### config.mk
export PLATFORM = sky130hd
export DESIGN_NAME = bank_irq_aggr
export DESIGN_NICKNAME = d
export VERILOG_FILES = /design/src/rtl/irq_aggr_pkg.sv /design/src/rtl/irq_bank.sv /design/src/rtl/irq_pri_enc.sv /design/src/rtl/bank_irq_aggr.sv
export SDC_FILE = /design/constraint.sdc
export NUM_CORES = 1
export LEC_CHECK = 0
export BUFFER_PORTS_ARGS = -buffer_cell sky130_fd_sc_hd__buf_4
export CAP_MARGIN = 0
export CORE_UTILIZATION = 50
export CTS_CLUSTER_SIZE = 24
export DETAILED_ROUTE_END_ITERATION = 7
export HOLD_SLACK_MARGIN = 0.02
export PLACE_DENSITY = 0.7
export SLEW_MARGIN = 20
export SYNTH_ARGS = -nofsm -noshare
export SYNTH_HDL_FRONTEND = slang
export SYNTH_SLANG_ARGS = --single-unit
### constraint.sdc
create_clock -name clk_i -period 2.9 [get_ports clk_i]
set_input_delay 0.58 -clock clk_i [delete_from_list [all_inputs] [get_ports clk_i]]
set_output_delay 0.58 -clock clk_i [all_outputs]
set_load 0.02 [all_outputs]
### src/rtl/irq_aggr_pkg.sv
package irq_aggr_pkg;
  localparam int unsigned NUM_BANKS = 5;
  localparam int unsigned FN_BANKS  = 3;
  localparam int unsigned BANK_W    = 32;

  // populated bits per bank; holes are forced to zero
  function automatic logic [BANK_W-1:0] pop_mask(int unsigned bank);
    case (bank)
      2:       pop_mask = 32'h00FF_FFFF;
      4:       pop_mask = 32'h0001_FFFF;
      default: pop_mask = (bank < NUM_BANKS) ? '1 : '0;
    endcase
  endfunction
endpackage

### src/rtl/irq_bank.sv
module irq_bank #(
  parameter int unsigned W = 32,
  parameter logic [W-1:0] POP = '1
) (
  input  logic         clk_i,
  input  logic         rst_ni,
  input  logic [W-1:0] evt_i,
  input  logic         ctrl_we_i,
  input  logic         stat_we_i,
  input  logic [W-1:0] wdata_i,
  output logic [W-1:0] ctrl_o,
  output logic [W-1:0] stat_o,
  output logic [W-1:0] pend_o
);
  logic [W-1:0] clr;

  assign clr    = stat_we_i ? wdata_i : '0;
  assign pend_o = ctrl_o & stat_o;

  always_ff @(posedge clk_i or negedge rst_ni) begin
    if (!rst_ni) begin
      ctrl_o <= '0;
      stat_o <= '0;
    end else begin
      if (ctrl_we_i) ctrl_o <= wdata_i & POP;
      // set has priority over clear
      stat_o <= (stat_o & ~clr) | (evt_i & POP);
    end
  end
endmodule

### src/rtl/irq_pri_enc.sv
module irq_pri_enc #(
  parameter int unsigned N     = 96,
  parameter int unsigned IDX_W = 8,
  parameter int unsigned BASE  = 0
) (
  input  logic [N-1:0]     req_i,
  output logic             any_o,
  output logic [IDX_W-1:0] idx_o
);
  always_comb begin
    any_o = 1'b0;
    idx_o = '0;
    for (int i = N - 1; i >= 0; i--) begin
      if (req_i[i]) begin
        any_o = 1'b1;
        idx_o = IDX_W'(BASE + i);
      end
    end
  end
endmodule

### src/rtl/bank_irq_aggr.sv
module bank_irq_aggr
  import irq_aggr_pkg::*;
#(
  parameter int unsigned NB     = NUM_BANKS,
  parameter int unsigned NFB    = FN_BANKS,
  localparam int unsigned W     = BANK_W,
  localparam int unsigned SRC_W = NB * W,
  localparam int unsigned FN_W  = NFB * W,
  localparam int unsigned ERR_W = SRC_W - FN_W,
  localparam int unsigned IDX_W = $clog2(SRC_W),
  localparam int unsigned ADR_W = $clog2(2 * NB)
) (
  input  logic             clk_i,
  input  logic             rst_ni,
  input  logic [SRC_W-1:0] evt_i,
  input  logic             reg_we_i,
  input  logic [ADR_W-1:0] reg_addr_i,
  input  logic [W-1:0]     reg_wdata_i,
  output logic [W-1:0]     reg_rdata_o,
  output logic             fn_irq_o,
  output logic             fn_idx_vld_o,
  output logic [IDX_W-1:0] fn_idx_o,
  output logic             err_irq_o,
  output logic             err_idx_vld_o,
  output logic [IDX_W-1:0] err_idx_o
);
  logic [NB-1:0][W-1:0] ctrl_q, stat_q, pend;
  logic [SRC_W-1:0]     stat_flat, pend_flat;

  for (genvar b = 0; b < NB; b++) begin : g_bank
    logic ctrl_we, stat_we;
    assign ctrl_we = reg_we_i && (reg_addr_i == ADR_W'(2 * b));
    assign stat_we = reg_we_i && (reg_addr_i == ADR_W'(2 * b + 1));

    irq_bank #(.W(W), .POP(pop_mask(b))) u_bank (
      .clk_i     (clk_i),
      .rst_ni    (rst_ni),
      .evt_i     (evt_i[b*W +: W]),
      .ctrl_we_i (ctrl_we),
      .stat_we_i (stat_we),
      .wdata_i   (reg_wdata_i),
      .ctrl_o    (ctrl_q[b]),
      .stat_o    (stat_q[b]),
      .pend_o    (pend[b])
    );
    assign stat_flat[b*W +: W] = stat_q[b];
    assign pend_flat[b*W +: W] = pend[b];
  end

  assign fn_irq_o  = |pend_flat[FN_W-1:0];
  assign err_irq_o = |pend_flat[SRC_W-1:FN_W];

  irq_pri_enc #(.N(FN_W), .IDX_W(IDX_W), .BASE(0)) u_fn_enc (
    .req_i (pend_flat[FN_W-1:0]),
    .any_o (fn_idx_vld_o),
    .idx_o (fn_idx_o)
  );

  irq_pri_enc #(.N(ERR_W), .IDX_W(IDX_W), .BASE(FN_W)) u_err_enc (
    .req_i (pend_flat[SRC_W-1:FN_W]),
    .any_o (err_idx_vld_o),
    .idx_o (err_idx_o)
  );

  always_comb begin
    reg_rdata_o = '0;
    for (int b = 0; b < int'(NB); b++) begin
      if (reg_addr_i == ADR_W'(2 * b))     reg_rdata_o = ctrl_q[b];
      if (reg_addr_i == ADR_W'(2 * b + 1)) reg_rdata_o = stat_q[b];
    end
  end
endmodule

After elaboration in Yosys (flattened, before gate mapping)
Index checks and enable logic that the tools add are counted.
Widths: inputs -> output; s select.
{"block": "word_totals", "register_bits": 297, "inputBits": 199, "out_inout_bits": 52, "wordCells": 387}
{"block": "classes", "eq_ne": 9, "n_mux": 335, "bitwise_logic": 20, "n_reduce_logical": 13}
{"operator": "$mux 7", "count": 96}
{"operator": "$mux 8", "count": 64}
{"operator": "$mux 32", "count": 15}
{"operator": "$and 32x32->32", "count": 8}
{"operator": "$mux 1", "count": 160}
{"operator": "$not 32->32", "count": 5}
{"operator": "$or 32x32->32", "count": 3}
{"operator": "$reduce_or 96->1", "count": 1}
{"operator": "$reduce_or 64->1", "count": 1}
{"operator": "$and 17x32->32", "count": 1}
{"operator": "$and 24x32->32", "count": 1}
{"operator": "$or 32x17->32", "count": 1}
{"operator": "$or 32x24->32", "count": 1}
{"operator": "$eq 4x3->1 const B", "count": 4}
{"operator": "$logic_and 1x1->1", "count": 10}
{"operator": "$eq 4x2->1 const B", "count": 2}
{"operator": "$eq 4x4->1 const B", "count": 2}
{"operator": "$eq 4x1->1 const B", "count": 1}
{"operator": "$logic_not 4->1", "count": 1}

Logic depth before layout (Yosys ltp)
Gate-level depths: netlist of the first run.
{"block": "depth", "ltp_word": 97, "depth_mapped": 10, "ltp_nobuf": 6}

Modules after synthesis
Synthesis of the first run repeated with hierarchy kept, for this count alone.
{"block": "unflattened", "cells_unflattened": 1825, "area_unflattened_um2": 18117.4}
{"module": "irq_bank (g_bank[0].u_bank ...)", "n_inst": 3, "cells_per_inst": 199, "area_each_um2": 2721.4, "seq_area_each_um2": 1601.5}
{"module": "bank_irq_aggr", "n_inst": 1, "cells_per_inst": 502, "area_each_um2": 3326.9, "seq_area_each_um2": 0.0}
{"module": "irq_bank (g_bank[2].u_bank)", "n_inst": 1, "cells_per_inst": 183, "area_each_um2": 2417.3, "seq_area_each_um2": 1401.3}
{"module": "irq_bank (g_bank[4].u_bank)", "n_inst": 1, "cells_per_inst": 168, "area_each_um2": 2139.6, "seq_area_each_um2": 1226.2}
{"module": "irq_pri_enc (u_fn_enc)", "n_inst": 1, "cells_per_inst": 227, "area_each_um2": 1252.5, "seq_area_each_um2": 0.0}
{"module": "irq_pri_enc (u_err_enc)", "n_inst": 1, "cells_per_inst": 148, "area_each_um2": 817.0, "seq_area_each_um2": 0.0}

Worst setup path before layout of the first run
OpenSTA, ideal clock, no wires.
{"block": "synth_path", "path_type": "in2out", "startpoint": "input reg_addr_i[1]", "endpoint": "output reg_rdata_o[26]", "arrival_ns": 2.183, "required_time_ns": 2.320, "slack_ns": 0.137, "path_stages": 8, "n_path_buf": 5, "cell_sequence": "buf_2 > buf_6 > buf_4 > buf_4 > nand3_1 > buf_2 > nor2_1 > o21ai_0"}
{"block": "synth_via", "elab_chain_cells": 11, "word_cells_on_any_way": 20, "classes_between": "9 x eq/ne; 10 x mux; 1 x reduce/logical"}
{"item": "from (decl)", "line": "bank_irq_aggr.sv:17", "text": "input logic [ADR_W-1:0] reg_addr_i,"}
{"item": "$logic_not 4->1", "line": "bank_irq_aggr.sv:68", "text": "if (reg_addr_i == ADR_W'(2 * b)) reg_rdata_o = ctrl_q[b];"}
{"item": "$mux 32", "line": "bank_irq_aggr.sv:68"}
{"item": "$mux 32", "line": "bank_irq_aggr.sv:69", "text": "if (reg_addr_i == ADR_W'(2 * b + 1)) reg_rdata_o = stat_q[b];"}
{"item": "$mux 32", "line": "bank_irq_aggr.sv:68"}
{"item": "$mux 32", "line": "bank_irq_aggr.sv:69"}
{"item": "$mux 32", "line": "bank_irq_aggr.sv:68"}
{"item": "$mux 32", "line": "bank_irq_aggr.sv:69"}
{"item": "$mux 32", "line": "bank_irq_aggr.sv:68"}
{"item": "$mux 32", "line": "bank_irq_aggr.sv:69"}
{"item": "$mux 32", "line": "bank_irq_aggr.sv:68"}
{"item": "$mux 32 *", "line": "bank_irq_aggr.sv:69"}
{"item": "to (decl)", "line": "bank_irq_aggr.sv:19", "text": "output logic [W-1:0] reg_rdata_o,"}
Mark *: on every way between the ends. The rest lies on a longest branch, timed or not.

Worst setup path after layout of the first run
{"block": "layout_path", "startpoint": "register g_bank[2].u_bank.stat_o[7]", "endpoint": "output fn_idx_o[4]"}
{"block": "layout_via", "elab_chain_cells": 73}
{"item": "from (decl)", "line": "irq_bank.sv:12", "text": "output logic [W-1:0] stat_o,"}
{"item": "from (signal assigned)", "line": "irq_bank.sv:27", "text": "stat_o <= (stat_o & ~clr) | (evt_i & POP);"}
{"item": "$and 24x32->32", "line": "irq_bank.sv:18", "text": "assign pend_o = ctrl_o & stat_o;"}
{"item": "$mux 7 (72 in a row)", "line": "irq_pri_enc.sv:14", "text": "if (req_i[i]) begin"}
{"item": "to (decl)", "line": "bank_irq_aggr.sv:22", "text": "output logic [IDX_W-1:0] fn_idx_o,"}
No other way between the ends.

==> impl_metrics.py, run 1 <==
metrics = {
    "critical_path": {
        "max_stage_delay_ns": 0.57,
        "r2r_setup_slack_ns": 1.93,
        "crit_slowest_cell": "or4_4",
        "critPathArrivalTime_ns": 2.65,
        "r2r_cells": 2,
        "worstPathCellList": "a22oi_2 > nand2_2 > or4_4 > a31oi_4 > o2111ai_2 > a21oi_2 > buf_6",
        "required_ns": 2.32,
        "reg2reg_from": "g_bank[0].u_bank.ctrl_o[17]$_DFFE_PN0P_",
        "critPathKind": "register to output pin",
        "crit_fanout": 2,
        "critical_path_depth": 7,
        "cp-startpoint": "g_bank[2].u_bank.stat_o[7]$_DFF_PN0_",
        "cp_top_family": "compound AO/OA/AOI/OAI gates",
        "cp_num_buf_inv": 1,
        "critPathCapture": "fn_idx_o[4]",
        "reg2reg_to": "g_bank[0].u_bank.ctrl_o[17]$_DFFE_PN0P_",
        "cp-start-kind": "register",
        "setup.worst_path.end_class": "output pin",
    },
    "sta": {
        "fin_crit_ns": 3.228,
        "maxSlewHeadroom_pct": 57.63,
        "fmaxAchievable_mhz": 309.8,
        "rsz0062_at_grt": "true",
        "worst_pin_slew_ns": 0.6356,
        "whs_ns": 0.05897,
        "setup_slack_ns": -0.3284,
        "setup_violations": 18,
        "fin_crit_sh_pct": 111.3,
        "fin_skew_ns": 0,
        "report.final.hold_viol_count": 0,
        "slew_violations": 0,
        "finalSetupTns_ns": -2.170,
    },
    "yosys": {
        "ys_seq_area_share_pct": 46.93,
        "syn_avg_cell_area_um2": 10.22,
        "async_reset_ff_share_pct": 100.0,
        "yosysWarnings": 0,
        "synth_cells": 1549,
        "ys_seq_elements": 297,
        "synth-edff-count": 0,
        "syn_area_um2": 15840,
        "synthFlopType": "dfrtp_1",
        "syn-num-nets": 1748,
        "synth_cell_types": 68,
    },
    "routing": {
        "wl_um": 57240,
        "wl_per_cell_um": 24.68,
        "drt_pass1_iterations": 7,
        "final_antenna_net_count": 0,
        "vias": 14830,
        "drc_errors": 0,
        "drtIter0Drc": 1606,
        "avgViaCountPerCell": 6.396,
    },
    "grt": {
        "grt_antenna_before_repair": 0,
        "track_usage_pct": 34.56,
        "grt_overflow": 0,
        "first_global_vias": 14460,
        "grt_pass1_wl_um": 85370,
        "grt_max_degree": 78,
    },
    "floorplan": {
        "num_rows": 64,
        "core-area_um2": 30910,
        "start_util_pct": 51.24,
        "pin_count": 251,
        "die_w_um": 180.0,
        "dieArea_um2": 32390,
        "die_h_um": 180.0,
    },
    "clocking": {
        "clock-sinks": 297,
        "cts_tree": "built",
        "cts.clk_slew.worst_paths_ns": 0.07,
        "htreeDepth": 2,
        "numCtsBuffers": 34,
        "root_buffer": "clkbuf_16",
        "postCtsHoldBufs": 0,
        "clk_latency_ns": 0.51,
        "cts_buffer_depth": 3,
    },
    "cells_and_area": {
        "layout_commonest_cell": "buf_4",
        "diodes": 0,
        "fin_util_pct": 68.76,
        "nets": 2097,
        "final_cell_mix": "buf_4, dfrtp_1, nand2_1, mux2_2, a21o_1",
        "nFillCells": 2375,
        "drive_above_1_share_pct": 40.82,
        "area_delta_synth_final_pct": 34.20,
    },
    "placement": {
        "place_congestion": 0.9619,
        "place_hpwl_um": 40560,
        "port_buffers": 226,
        "place_ws_ns": -0.08615,
    },
    "pwr": {
        "p_per_area_nw_per_um2": 647.7,
        "cellLeakagePower_nw": 8.742,
        "power.total_w": 0.01377,
        "vdd_drop_max_v": 0.0004407,
    },
    "run": {
        "maxCapViolations": 0,
    },
    "status": {
        "violations": "negative setup slack",
        "status": "finished with violations",
    },
    "worst_hold_path": {
        "hold_path.class": "input port to asynchronous set/reset pin",
    },
}
[layout make-up]
class | count | area, um^2 | share of cell area, %
timing repair buffer | 414 | 3415 | 16.07
tap | 396 | 495.5 | 2.331
sequential | 297 | 7442 | 35.02
multi-input combinational | 1141 | 8603 | 40.48
inverter | 10 | 41.29 | 0.1943
clock inverter | 17 | 255.2 | 1.201
clock buffer | 44 | 1002 | 4.715
[registers in the layout (all words and copies together) (netlist names)]
| register | count |
|---|---|
| g_bank.u_bank.stat_o | 160 |
| g_bank.u_bank.ctrl_o | 137 |
[what timing repair did]
item,in CTS,in global routing
pin swaps,46,53
cloned,2,0
setup buffers,59,27
resized for setup,107,100
setup endpoints to repair,37,40
[cell usage after synthesis, drive strengths merged (5+ instances only)]
master,count,area share (%)
o21ai,60,1.9
mux4,15,2.2
nand2b,8,0.32
o22ai,16,0.63
a211oi,11,0.52
nand3,31,0.98
a21oi,42,1.3
nand2,287,6.8
clkbuf,43,1.0
and2,15,0.59
o211ai,11,0.52
a31oi,19,0.75
a22oi,53,2.7
mux2i,20,1.3
a2bb2oi,9,0.50
nand4,5,0.20
a22o,35,1.9
nor2b,8,0.32
nor4,6,0.37
a32oi,11,0.61
mux2,142,10
nor3,16,0.51
inv,9,0.21
and3,10,0.40
nor2,60,1.5
a21boi,32,1.5
a221oi,19,1.1
a21o,138,6.5
dfrtp,297,47
a221o,11,0.70
buf,58,2.2
a32o,11,0.70
o2111ai,5,0.28
a222oi,8,0.51
[per-stage QoR]
step,instances,instance area [um^2]
detailed placement,2175,18490
floorplan,1549,15840
finish,2319,21250
global placement,2175,18490
global route,2319,21250
CTS,2296,20650
[power by group]
part           internal, W  switching, W
sequential         0.00462      0.000579
combinational      0.00181       0.00197
clock              0.00299       0.00179
total              0.00942       0.00435
[worst min path at each step]
| stage | from | to | slack, ns | depth (start not counted) |
|---|---|---|---|---|
| after floorplan | rst_ni | g_bank[0].u_bank.ctrl_o[0]$_DFFE_PN0P_ | 0.28 | 0 |
| after global placement | g_bank[3].u_bank.stat_o[14]$_DFF_PN0_ | g_bank[3].u_bank.stat_o[14]$_DFF_PN0_ | 0.49 | 1 |
| after detailed placement | g_bank[0].u_bank.stat_o[27]$_DFF_PN0_ | g_bank[0].u_bank.stat_o[27]$_DFF_PN0_ | 0.50 | 1 |
| after CTS | rst_ni | g_bank[1].u_bank.stat_o[24]$_DFF_PN0_ | 0.08 | 1 |
| after global routing | rst_ni | g_bank[1].u_bank.stat_o[24]$_DFF_PN0_ | 0.11 | 1 |
| final | rst_ni | g_bank[1].u_bank.stat_o[24]$_DFF_PN0_ | 0.06 | 1 |
[layer usage]
| metal | global-route usage (%) | up-vias | routed length, um |
|---|---|---|---|
| met3 | 6.361 | 145 | 5120 |
| met4 | 14.48 | 0 | 2488 |
| li1 | - | 6451 | - |
| met1 | 47.49 | 7377 | 23620 |
| met2 | 53.88 | 859 | 26010 |
| met5 | 0 | - | 0 |
[logic make-up after synthesis]
kind of cell	after synthesis	synth area share, %
flip-flops	297	46.93
AO/OA/AOI/OAI	506	23.45
AND/OR/NAND/NOR	457	12.53
other	1	0.02368
buffers and inverters	111	3.508
multiplexers	177	13.56
[worst reg2reg max path: cells and delay by family (launching register included)]
kind	cells	cell delay, ns
buf+inv	1	0.17
mux	1	0.26
flops	1	0.43
Power figures use the tool's default switching activity.
==> run 2, diff against run 1 <==
- CAP_MARGIN: 0 -> default
- SKIP_LAST_GASP: default -> 1
- clock period: 2.9 -> 3.7 ns (I/O delays scaled with it)
==> impl_metrics.py, run 2 (synthesis gave the netlist of run 1 again) <==
metrics = {
    "routing": {
        "vias": 13990,
        "wl_um": 53440,
        "drt_pass1_iterations": 8,
        "avgViaCountPerCell": 6.427,
        "final_antenna_net_count": 0,
        "wl_per_cell_um": 24.55,
        "drtIter0Drc": 1477,
        "drc_errors": 0,
    },
    "clocking": {
        "postCtsHoldBufs": 0,
        "root_buffer": "clkbuf_16",
        "htreeDepth": 2,
        "post_cts_buffers": 0,
        "cts_buffer_depth": 3,
        "clock-sinks": 297,
        "cts_resized": 0,
        "numCtsBuffers": 36,
        "clk_latency_ns": 0.51,
        "cts.clk_slew.worst_paths_ns": 0.06,
        "cts_tree": "built",
    },
    "sta": {
        "fin_crit_ns": 3.592,
        "worst_pin_slew_ns": 0.6926,
        "fin_skew_ns": 0,
        "slew_violations": 0,
        "maxSlewHeadroom_pct": 53.69,
        "rsz0062_at_grt": "false",
        "finalSetupTns_ns": 0,
        "fin_crit_sh_pct": 97.09,
        "report.final.hold_viol_count": 0,
        "setup_slack_ns": 0.1075,
        "setup_violations": 0,
        "fmaxAchievable_mhz": 278.4,
    },
    "critical_path": {
        "critPathArrivalTime_ns": 2.85,
        "r2r_setup_slack_ns": 2.84,
        "r2r_cells": 1,
        "cp-start-kind": "register",
        "required_ns": 2.96,
        "crit_fanout": 5,
        "setup.worst_path.end_class": "output pin",
        "reg2reg_to": "g_bank[3].u_bank.ctrl_o[27]$_DFFE_PN0P_",
        "reg2reg_from": "g_bank[3].u_bank.ctrl_o[27]$_DFFE_PN0P_",
        "critPathKind": "register to output pin",
    },
    "floorplan": {
        "pin_count": 251,
        "dieArea_um2": 32390,
        "core-area_um2": 30910,
        "num_rows": 64,
        "start_util_pct": 51.24,
        "die_h_um": 180.0,
        "die_w_um": 180.0,
    },
    "grt": {
        "grt_pass1_wl_um": 81560,
        "track_usage_pct": 33.01,
        "grt_antenna_before_repair": 0,
        "first_global_vias": 13640,
        "grt_max_degree": 81,
        "grt_overflow": 0,
    },
    "cells_and_area": {
        "final_cell_mix": "dfrtp_1, nand2_1, buf_4, mux2_2, a21o_1",
        "post_layout_nonfiller_instances": 2177,
        "multi_input_area_um2": 7858,
        "largest_register_ffs": 160,
        "area_delta_synth_final_pct": 20.56,
        "reg.largest.list": "g_bank.u_bank.stat_o (160), g_bank.u_bank.ctrl_o (137)",
        "register_area_um2": 7432,
        "top_register": "g_bank.u_bank.stat_o",
        "drive_above_1_share_pct": 27.74,
        "fin_area_um2": 19090,
        "nets": 1955,
        "layout_commonest_cell": "dfrtp_1",
        "diodes": 0,
        "nFillCells": 2566,
    },
    "pwr": {
        "p_per_area_nw_per_um2": 522.6,
        "cellLeakagePower_nw": 7.834,
        "vdd_drop_max_v": 0.0004176,
    },
    "run": {
        "maxCapViolations": 0,
    },
    "placement": {
        "place_hpwl_um": 39820,
        "place_congestion": 0.9456,
        "port_buffers": 226,
        "place_ws_ns": 0.2756,
        "dpl_cell_area_um2": 17890,
        "dp_cells": 2114,
    },
    "worst_hold_path": {
        "hold_path.class": "input port to asynchronous set/reset pin",
    },
    "status": {
        "status": "finished clean",
    },
}
[run 2: cell types whose count changed in the layout (fill, tap and decap cells not counted), moves of 10 or more]
cell	before	now
a221oi_1	9	19
a22oi_2	34	2
o21ai_2	10	0
o21ai_0	45	55
buf_4	375	266
a22oi_1	18	50
buf_6	19	0
buf_12	15	3
[run 2: cell type report]
class | instances | share of cell area, %
multi-input cells | 1141 | 41.15
flip-flops and latches | 297 | 38.92
repair buffers | 270 | 10.85
clock buffers | 52 | 5.458
well taps | 396 | 2.595
clock inverters | 11 | 0.8256
inverters | 10 | 0.1966
[run 2: worst max-delay path: stages (launching register included)]
cell and delay, ns:
dfrtp_1 0.44, a222oi_1 0.42, a21boi_0 0.45, nand4_1 0.26, a211oi_1 0.34, o21ai_0 0.22
buf_4 0.21
[run 2: routing by layer]
layer	vias to the layer above	GRT usage, %	share of wire [%]
met5	-	0	0
met1	7059	47.36	44
met3	103	5.166	7.5
li1	6169	-	-
met2	660	51.30	46
met4	0	10.55	2.9
[run 2: worst max-delay path by stage]
| stage | startpoint | slack (ns) | cells past startpoint | endpoint |
|---|---|---|---|---|
| 2_1_floorplan | reg_addr_i[1] | 0.62 | 8 | reg_rdata_o[26] |
| 3_3_place_gp | reg_addr_i[0] | 0.31 | 8 | reg_rdata_o[15] |
| 3_5_place_dp | reg_addr_i[0] | 0.28 | 7 | reg_rdata_o[6] |
| 4_1_cts | g_bank[1].u_bank.stat_o[5]$_DFF_PN0_ | 0.14 | 6 | fn_idx_o[0] |
| 5_1_grt | g_bank[2].u_bank.stat_o[9]$_DFF_PN0_ | 0.03 | 7 | fn_idx_o[4] |
| 6_report | g_bank[1].u_bank.stat_o[5]$_DFF_PN0_ | 0.11 | 6 | fn_idx_o[0] |
[run 2: power breakdown]
part           leakage, nW  total (W)  switching, W  internal [W]
Sequential            3.21    0.00404      0.000421       0.00362
Combinational         4.03    0.00234       0.00128       0.00106
Clock                0.590    0.00360       0.00137       0.00223
Total                 7.83    0.00998       0.00307       0.00691
[run 2: stage by stage]
step / util (%) / hold slack (ns) / power [W]
after floorplan: - / 0.4444 / 0.005415
after global placement: 57.89 / 0.4878 / 0.006327
after detailed placement: 57.89 / 0.4973 / 0.006381
after CTS: 61.78 / 0.2581 / 0.009985
after global routing: 61.78 / 0.2766 / 0.01037
final: 61.78 / 0.2289 / 0.009980
